`src/rtl/sfrx_pkg.sv`:
```
package sfrx_pkg;
  localparam int BYTE_W    = 8;
  localparam int MAX_BYTES = 4;
  localparam int SLOT_W    = $clog2(MAX_BYTES);
  localparam int BIT_W     = $clog2(BYTE_W);

  typedef struct packed {
    logic                 shift;     // take one serial bit
    logic                 byteDone;  // this bit completes a byte
    logic [SLOT_W-1:0]    slot;      // register slot of the current byte
    logic                 load;      // commit staged frame to registers
    logic [MAX_BYTES-1:0] valid;     // slots that belong to the frame
  } rxStrobe_t;
endpackage

```
`src/rtl/sfrx_ctrl.sv`:
```
module sfrx_ctrl
  import sfrx_pkg::*;
#(
  parameter int SYNC_STAGES = 2
) (
  input  logic       clk,
  input  logic       rstN,
  input  logic       sclkIn,
  input  logic       selN,
  input  logic       sdIn,
  input  logic [1:0] lenSel,
  input  logic       lsbFirst,
  input  logic       rd0,
  output rxStrobe_t  strb,
  output logic       sdBit,
  output logic       full,
  output logic       armed
);
  localparam int TOP = SYNC_STAGES - 1;

  logic [TOP:0] sclkQ, selQ, sdQ;
  logic sclkPrev;

  always_ff @(posedge clk) begin
    if (!rstN) begin
      sclkQ    <= '0;
      selQ     <= '1;
      sdQ      <= '0;
      sclkPrev <= 1'b0;
    end else begin
      sclkQ    <= {sclkQ[TOP-1:0], sclkIn};
      selQ     <= {selQ[TOP-1:0], selN};
      sdQ      <= {sdQ[TOP-1:0], sdIn};
      sclkPrev <= sclkQ[TOP];
    end
  end

  logic rise, selAct;
  assign rise   = sclkQ[TOP] & ~sclkPrev;
  assign selAct = ~selQ[TOP];
  assign sdBit  = sdQ[TOP];

  logic [SLOT_W-1:0] lastIdx;
  logic [MAX_BYTES-1:0] validMask;
  always_comb begin
    case (lenSel)
      2'd0:    lastIdx = SLOT_W'(0);
      2'd1:    lastIdx = SLOT_W'(1);
      default: lastIdx = SLOT_W'(MAX_BYTES - 1);
    endcase
    for (int i = 0; i < MAX_BYTES; i++)
      validMask[i] = (i <= int'(lastIdx));
  end

  logic [BIT_W-1:0]  bitCnt;
  logic [SLOT_W-1:0] byteCnt;
  logic shiftEn, byteEnd, frameEnd;

  assign shiftEn  = rise & selAct & armed;
  assign byteEnd  = shiftEn && (bitCnt == BIT_W'(BYTE_W - 1));
  assign frameEnd = byteEnd && (byteCnt == lastIdx);

  always_comb begin
    strb.shift    = shiftEn;
    strb.byteDone = byteEnd;
    strb.slot     = lsbFirst ? (lastIdx - byteCnt) : byteCnt;
    strb.load     = frameEnd && (!full || rd0);
    strb.valid    = validMask;
  end

  always_ff @(posedge clk) begin
    if (!rstN) begin
      bitCnt  <= '0;
      byteCnt <= '0;
      full    <= 1'b0;
      armed   <= 1'b0;
    end else begin
      if (!selAct) begin
        bitCnt  <= '0;
        byteCnt <= '0;
      end else if (shiftEn) begin
        bitCnt <= byteEnd ? '0 : bitCnt + 1'b1;
        if (frameEnd)     byteCnt <= '0;
        else if (byteEnd) byteCnt <= byteCnt + 1'b1;
      end
      if (strb.load) full <= 1'b1;
      else if (rd0)  full <= 1'b0;
      if (rd0) armed <= 1'b1;
    end
  end
endmodule

```
`src/rtl/sfrx_dpath.sv`:
```
module sfrx_dpath
  import sfrx_pkg::*;
(
  input  logic                               clk,
  input  logic                               rstN,
  input  rxStrobe_t                          strb,
  input  logic                               sdBit,
  input  logic                               lsbFirst,
  input  logic [SLOT_W-1:0]                  rdAddr,
  output logic [BYTE_W-1:0]                  rdData,
  output logic [MAX_BYTES-1:0][BYTE_W-1:0]   regFile
);
  logic [BYTE_W-1:0] curByte, nextByte;
  logic [MAX_BYTES-1:0][BYTE_W-1:0] stage;

  assign nextByte = lsbFirst ? {sdBit, curByte[BYTE_W-1:1]}
                             : {curByte[BYTE_W-2:0], sdBit};

  always_ff @(posedge clk) begin
    if (!rstN) begin
      curByte <= '0;
      stage   <= '0;
    end else begin
      if (strb.shift)    curByte <= nextByte;
      if (strb.byteDone) stage[strb.slot] <= nextByte;
    end
  end

  for (genvar g = 0; g < MAX_BYTES; g++) begin : g_reg
    always_ff @(posedge clk) begin
      if (!rstN)
        regFile[g] <= '0;
      else if (strb.load && strb.valid[g])
        regFile[g] <= (strb.slot == SLOT_W'(g)) ? nextByte : stage[g];
    end
  end

  assign rdData = regFile[rdAddr];
endmodule

```
`src/rtl/serial_frame_rx.sv`:
```
module serial_frame_rx
  import sfrx_pkg::*;
#(
  parameter int SYNC_STAGES = 2
) (
  input  logic       clk,
  input  logic       rstN,
  input  logic       sclkIn,
  input  logic       selN,
  input  logic       sdIn,
  input  logic [1:0] lenSel,
  input  logic       lsbFirst,
  input  logic       rdEn,
  input  logic [1:0] rdAddr,
  output logic [7:0] rdData,
  output logic       rxFull,
  output logic       rxIrq
);
  rxStrobe_t strb;
  logic sdBit, armed, rd0;
  logic [MAX_BYTES-1:0][BYTE_W-1:0] regFile;

  assign rd0 = rdEn && (rdAddr == 2'd0);

  sfrx_ctrl #(.SYNC_STAGES(SYNC_STAGES)) u_ctrl (
    .clk(clk), .rstN(rstN), .sclkIn(sclkIn), .selN(selN), .sdIn(sdIn),
    .lenSel(lenSel), .lsbFirst(lsbFirst), .rd0(rd0),
    .strb(strb), .sdBit(sdBit), .full(rxFull), .armed(armed)
  );

  sfrx_dpath u_dpath (
    .clk(clk), .rstN(rstN), .strb(strb), .sdBit(sdBit),
    .lsbFirst(lsbFirst), .rdAddr(rdAddr), .rdData(rdData),
    .regFile(regFile)
  );

  assign rxIrq = rxFull;
endmodule

```
`config.mk`:
```
export PLATFORM = sky130hd
export DESIGN_NAME = serial_frame_rx
export DESIGN_NICKNAME = d
export VERILOG_FILES = /design/src/rtl/sfrx_pkg.sv /design/src/rtl/sfrx_ctrl.sv /design/src/rtl/sfrx_dpath.sv /design/src/rtl/serial_frame_rx.sv
export SDC_FILE = /design/constraint.sdc
export NUM_CORES = 1
export LEC_CHECK = 0
export CAP_MARGIN = 0
export CORE_MARGIN = 1
export CORE_UTILIZATION = 55
export CTS_CLUSTER_SIZE = 40
export DETAILED_ROUTE_END_ITERATION = 12
export GPL_TIMING_DRIVEN = 0
export PLACE_DENSITY = 0.79
export SLEW_MARGIN = 20
export SYNTH_ARGS = -nofsm -noshare
export SYNTH_HDL_FRONTEND = slang
export SYNTH_SLANG_ARGS = --single-unit
export TNS_END_PERCENT = 50
```
`constraint.sdc`:
```
create_clock -name clk -period 3.8 [get_ports clk]
set_clock_uncertainty 0.2 [all_clocks]
set_input_delay 0.57 -clock clk [delete_from_list [all_inputs] [get_ports clk]]
set_output_delay 0.57 -clock clk [all_outputs]
set_load 0.01 [all_outputs]
```
==> flow_metrics.env, run 1 <==
export IMPL_wire_per_inst_um=19.7
export IMPL_endpoint_kind="register"
export IMPL_hold_slack_ns=0.229
export IMPL_ys_warn_count=0
export IMPL_tightest_slew_ns=0.812
export IMPL_rsz0062_at_grt="false"
export IMPL_dr_pass1_iters=5
export IMPL_final_common_cell="dfxtp_1"
export IMPL_drt_iter0_drc=318
export IMPL_power_combinational_fraction=0.069
export IMPL_power_per_cell_area_nw_per_um2=339
export IMPL_via_per_inst=6.40
export IMPL_drt_total_wl_um=11100
export IMPL_syn_area_per_cell_sq_um=9.63
export IMPL_die_area_sq_um=7930
export IMPL_ys_ff_latch=86
export IMPL_area_growth_pct=10.5
export IMPL_seqPwrFrac=0.581
export IMPL_fin_crit_sh=0.888
export IMPL_fin_ws_ns=0.426
export IMPL_cts_num_sinks=86
export IMPL_internal_power_w=0.00117
export IMPL_finalHoldViolCount=0
export IMPL_clockBufferDepth=2
export IMPL_dp_hpwl_um=8040
export IMPL_ios=21
export IMPL_syn_nets=447
export IMPL_tns_ns=0
export IMPL_root_buffer="clkbuf_8"
export IMPL_htreeDepth=3
export IMPL_layout_nets=474
export IMPL_synth_ff_type="dfxtp_1"
export IMPL_antennaDiodeCount=0
export IMPL_cts_resized=0
export IMPL_outcome="finished, final reports clean"
export IMPL_synth_distinct_cells=50
export IMPL_slew_violations=0
export IMPL_cts_hold_buf=0
export IMPL_syn_area_sq_um=4170
export IMPL_gp_congestion=0.940
export IMPL_total_power_w=0.00156
export IMPL_grt_overflow=0
export IMPL_row_count=31
export IMPL_placed_cell_area_sq_um=4450
export IMPL_min_period_ns=3.37
export IMPL_drc=0
export IMPL_grt_max_degree=14
export IMPL_final_antenna_net_count=0
export IMPL_slew_headroom=0.459
export IMPL_start_kind="input port"
export IMPL_cts_setup_buffers=0
export IMPL_portBuffers=16
export IMPL_clkLatencyLatePin_ns=0.36
export IMPL_switching_power_w=0.000387
export IMPL_clock_fmax_mhz=296
export IMPL_swShare=0.248
export IMPL_cp_arrival_ns=3.41
export IMPL_crit_type="in -> reg"
export IMPL_leakage_nw=1.74
export IMPL_grt_pass1_vias=3280
export IMPL_finalSetupViolations=0
export IMPL_clockPowerShare=0.350
export IMPL_die_w_um=89.1
export IMPL_cap_violations=0
export IMPL_cp_required_ns=3.83
export IMPL_peakVddDrop_v=0.000217
export IMPL_layout_drive_gt1_share=0.131
export IMPL_synth_seq_area_share=0.413
export IMPL_cp_max_fo=10
export IMPL_coreArea_sq_um=7290
export IMPL_vias=3601
export IMPL_synth_edf_count=0
export IMPL_cts_buffers=9
export IMPL_dp_slack_ns=0.182
export IMPL_clk_pin_slew_worst_paths_ns=0.08
export IMPL_ys_async_sr_fraction=0
export IMPL_fillCellCount=629
export IMPL_chipHeight_um=89.1
export IMPL_track_usage=0.296
export IMPL_final_area_sq_um=4610
export IMPL_min_path_type="reg -> reg"
export IMPL_final_cell_mix="dfxtp_1 (86), nand2_1 (56), mux2i_1 (40)"
export IMPL_initial_core_util=0.572
export IMPL_antenna_found_initial=0
export IMPL_cts_tree="done"
export IMPL_grt_pass1_wl_um=16900
export IMPL_synthCells=433
## power by group through the flow
stage               clock (W)  sequential, W  combinational [W]
floorplan                   0       0.000927          0.0000756
global placement            0       0.000927           0.000102
detailed placement          0       0.000928           0.000104
CTS                  0.000547       0.000906           0.000105
global route         0.000590       0.000907           0.000116
finish               0.000547       0.000906           0.000107
## cell families (layout without fill, tap and decap cells)
logic type | count (synthesis) | in the layout | synth area share
adder cells (fa/ha/maj) | 3 | 3 | 0.00901
AND/OR/NAND/NOR | 123 | 123 | 0.150
XOR/XNOR | 3 | 3 | 0.0126
AO/OA/AOI/OAI | 107 | 107 | 0.198
multiplexers | 56 | 56 | 0.161
buffers and inverters | 55 | 86 | 0.0573
flip-flops | 86 | 86 | 0.413
## per-stage QoR
stage,utilization,cells
final,0.632,563
after global routing,0.632,563
after CTS,0.632,563
after detailed placement,0.611,548
after global placement,0.611,548
after floorplan,-,433
## cell usage after synthesis (all sizes together), types with 10 or more instances
cell / number / area (sq um)
dfxtp: 86 / 1720
nand2: 56 / 210
mux2i: 40 / 400
a21oi: 32 / 175
nor3: 29 / 165
inv: 28 / 105
o32ai: 26 / 243
buf: 16 / 92.6
o21ai: 15 / 97.6
clkbuf: 11 / 41.3
a21boi: 10 / 78.8
or3: 10 / 62.6
## layer usage
metal / vias to the layer above / GRT usage / share of wire
li1: 1636 / - / -
met1: 1725 / 0.377 / 0.40
met2: 199 / 0.452 / 0.45
met3: 41 / 0.0831 / 0.11
met4: 0 / 0.172 / 0.044
met5: - / 0 / 0
## state kept, by name, summed over array words and instances, names as in the netlist
name,flops
u_ctrl.sdQ,2
u_dpath.curByte,8
u_dpath.stage,32
u_dpath.regFile,32
u_ctrl.sclkQ,2
u_ctrl.armed,1
u_ctrl.selQ,2
u_ctrl.bitCnt,3
u_ctrl.sclkPrev,1
u_ctrl.byteCnt,2
u_ctrl.full,1
## final timing paths
path	slack, ns	start	cells past startpoint	endpoint
max reg2reg	0.83	u_ctrl.byteCnt[0]$_SDFFE_PP0P_	7	u_dpath.regFile[30]$_SDFFE_PN0P_
max	0.43	lenSel[0]	10	u_dpath.regFile[30]$_SDFFE_PN0P_
min	0.23	u_ctrl.selQ[0]$_SDFF_PN1_	1	u_ctrl.selQ[1]$_SDFF_PN1_
min reg2reg	0.23	u_ctrl.selQ[0]$_SDFF_PN1_	1	u_ctrl.selQ[1]$_SDFF_PN1_
## worst max-delay path, stage by stage
cell             delay (ns)
clkdlybuf4s50_1        0.40
or2_2                  0.32
inv_1                  0.06
ha_1                   0.12
buf_2                  0.17
clkbuf_1               0.42
nand4_1                0.22
o21ai_1                0.64
buf_2                  0.36
o32ai_1                0.13
## final cells by class
class	instances	area, sq um	area share
Multi-Input combinational cell	292	2210	0.479
Sequential cell	86	1720	0.374
Timing Repair Buffer	16	160	0.0348
Buffer	27	134	0.0291
Clock buffer	10	128	0.0277
Tap cell	99	124	0.0269
Inverter	28	105	0.0228
Clock inverter	5	27.5	0.00598
Power figures use the tool's default switching activity.
==> inputs of run 2 (changes only) <==
--- a/config.mk
+++ b/config.mk
@@ -11,7 +11,7 @@
 export CTS_CLUSTER_SIZE = 40
 export DETAILED_ROUTE_END_ITERATION = 12
 export GPL_TIMING_DRIVEN = 0
-export PLACE_DENSITY = 0.79
+export PLACE_DENSITY = 0.84
 export SLEW_MARGIN = 20
 export SYNTH_ARGS = -nofsm -noshare
 export SYNTH_HDL_FRONTEND = slang
==> run 2 against run 1 <==
- cell count is 0.18% higher
- clock-buffer cell count is 1 higher
- fmax is 2.9% higher
- clock power is 14% higher
- hold slack worse by 0.0019 ns
- die area stayed put
- first-iteration DRC count is 28% higher
- register-to-register slack better by 0.06 ns
- via count is 0.42% lower
- power is 5.2% higher
==> flow_metrics.env, run 2 (synthesized netlist as in run 1, its figures left out) <==
export IMPL_outcome="finished, final reports clean"
export IMPL_cts_tree="done"
export IMPL_fillCellCount=607
export IMPL_final_area_sq_um=4650
export IMPL_final_core_util=0.637
export IMPL_clkLatencyLatePin_ns=0.37
export IMPL_track_usage=0.302
export IMPL_multi_input_comb_area_sq_um=2210
export IMPL_clockBufferDepth=2
export IMPL_wire_per_inst_um=19.5
export IMPL_tns_ns=0
export IMPL_endpoint_kind="register"
export IMPL_placed_cell_area_sq_um=4450
export IMPL_total_power_w=0.00164
export IMPL_seq_area_sq_um=1720
export IMPL_portBuffers=16
export IMPL_tightest_slew_ns=0.869
export IMPL_chipHeight_um=89.1
export IMPL_area_growth_pct=11.5
export IMPL_antenna_found_initial=0
export IMPL_cts_resized=0
export IMPL_cp_required_ns=3.85
export IMPL_cp_max_fo=10
export IMPL_final_cell_mix="dfxtp_1 (86), nand2_1 (56), mux2i_1 (40)"
export IMPL_die_w_um=89.1
export IMPL_peakVddDrop_v=0.000167
export IMPL_dr_pass1_iters=5
export IMPL_crit_type="in -> reg"
export IMPL_slew_headroom=0.421
export IMPL_rsz0062_at_grt="false"
export IMPL_root_buffer="clkbuf_8"
export IMPL_min_path_type="reg -> reg"
export IMPL_ff2ff_path_depth=7
export IMPL_layout_nets=474
export IMPL_grt_pass1_vias=3356
export IMPL_hold_depth=1
export IMPL_cts_buffers=9
export IMPL_final_common_cell="dfxtp_1"
export IMPL_ios=21
export IMPL_initial_core_util=0.572
export IMPL_drt_iter0_drc=407
export IMPL_reg_top3="u_dpath.regFile (32), u_dpath.stage (32), u_dpath.curByte (8)"
export IMPL_layout_drive_gt1_share=0.135
export IMPL_cap_violations=0
export IMPL_power_per_cell_area_nw_per_um2=353
export IMPL_leakage_nw=1.76
export IMPL_fin_crit_sh=0.862
export IMPL_drt_total_wl_um=11000
export IMPL_die_area_sq_um=7930
export IMPL_dp_hpwl_um=7860
export IMPL_grt_overflow=0
export IMPL_finalSetupViolations=0
export IMPL_coreArea_sq_um=7290
export IMPL_cts_num_sinks=86
export IMPL_htreeDepth=3
export IMPL_grt_max_degree=16
export IMPL_drc=0
export IMPL_grt_pass1_wl_um=17400
export IMPL_cp_arrival_ns=3.32
export IMPL_antennaDiodeCount=0
export IMPL_slew_violations=0
export IMPL_via_per_inst=6.36
export IMPL_clock_fmax_mhz=305
export IMPL_cts_hold_buf=0
export IMPL_cts_setup_buffers=0
export IMPL_start_kind="input port"
export IMPL_gp_congestion=0.929
export IMPL_min_period_ns=3.28
export IMPL_finalHoldViolCount=0
export IMPL_vias=3586
export IMPL_row_count=31
export IMPL_final_antenna_net_count=0
export IMPL_clk_pin_slew_worst_paths_ns=0.09
==> run 2: cell count changes in the layout (fill, tap and decap cells not counted) <==
cell,change
clkbuf_1,-1
clkbuf_8,+2
clkinv_2,-4
inv_6,+1
clkinv_4,+3
==> run 2: critical path, stage by stage <==
cell             delay, ns
clkdlybuf4s50_1       0.39
or2_2                 0.31
inv_1                 0.06
ha_1                  0.12
buf_2                 0.17
clkbuf_1              0.42
nand4_1               0.22
o21ai_1               0.57
buf_2                 0.37
o32ai_1               0.14
==> run 2: layout make-up <==
class,instances,share of cell area
tap,99,0.0267
clock inverter,5,0.00916
inverter,28,0.0226
multi-input combinational,292,0.475
buffer,27,0.0288
clock buffer,11,0.0326
sequential,86,0.371
timing repair buffer,16,0.0345
==> run 2: routing by layer <==
metal	routed length [um]	up-vias	GRT usage
met5	0	-	0
met4	588	0	0.169
met3	1040	52	0.0656
met2	4900	222	0.464
met1	4450	1669	0.396
li1	-	1643	-
==> run 2: path summary, 6_finish.rpt <==
path | endpoint | start | slack [ns]
min | u_ctrl.selQ[1]$_SDFF_PN1_ | u_ctrl.selQ[0]$_SDFF_PN1_ | 0.23
max | u_dpath.regFile[31]$_SDFFE_PN0P_ | lenSel[0] | 0.52
max reg2reg | u_dpath.regFile[31]$_SDFFE_PN0P_ | u_ctrl.byteCnt[0]$_SDFFE_PP0P_ | 0.89
min reg2reg | u_ctrl.selQ[1]$_SDFF_PN1_ | u_ctrl.selQ[0]$_SDFF_PN1_ | 0.23
==> run 2: per-stage QoR <==
stage / std cells / worst slack, ns / hold slack (ns)
after CTS: 564 / 0.608 / 0.227
after global routing: 564 / 0.282 / 0.254
after detailed placement: 548 / 0.221 / 0.205
after global placement: 548 / 0.259 / 0.203
after floorplan: 433 / 0.940 / 0.186
final: 564 / 0.523 / 0.227
==> run 2: power by group <==
part / switching, W / leakage, nW / internal, W
Clock: 0.000346 / 0.0961 / 0.000279
Combinational: 0.0000697 / 0.968 / 0.0000394
Sequential: 0.00000204 / 0.694 / 0.000904
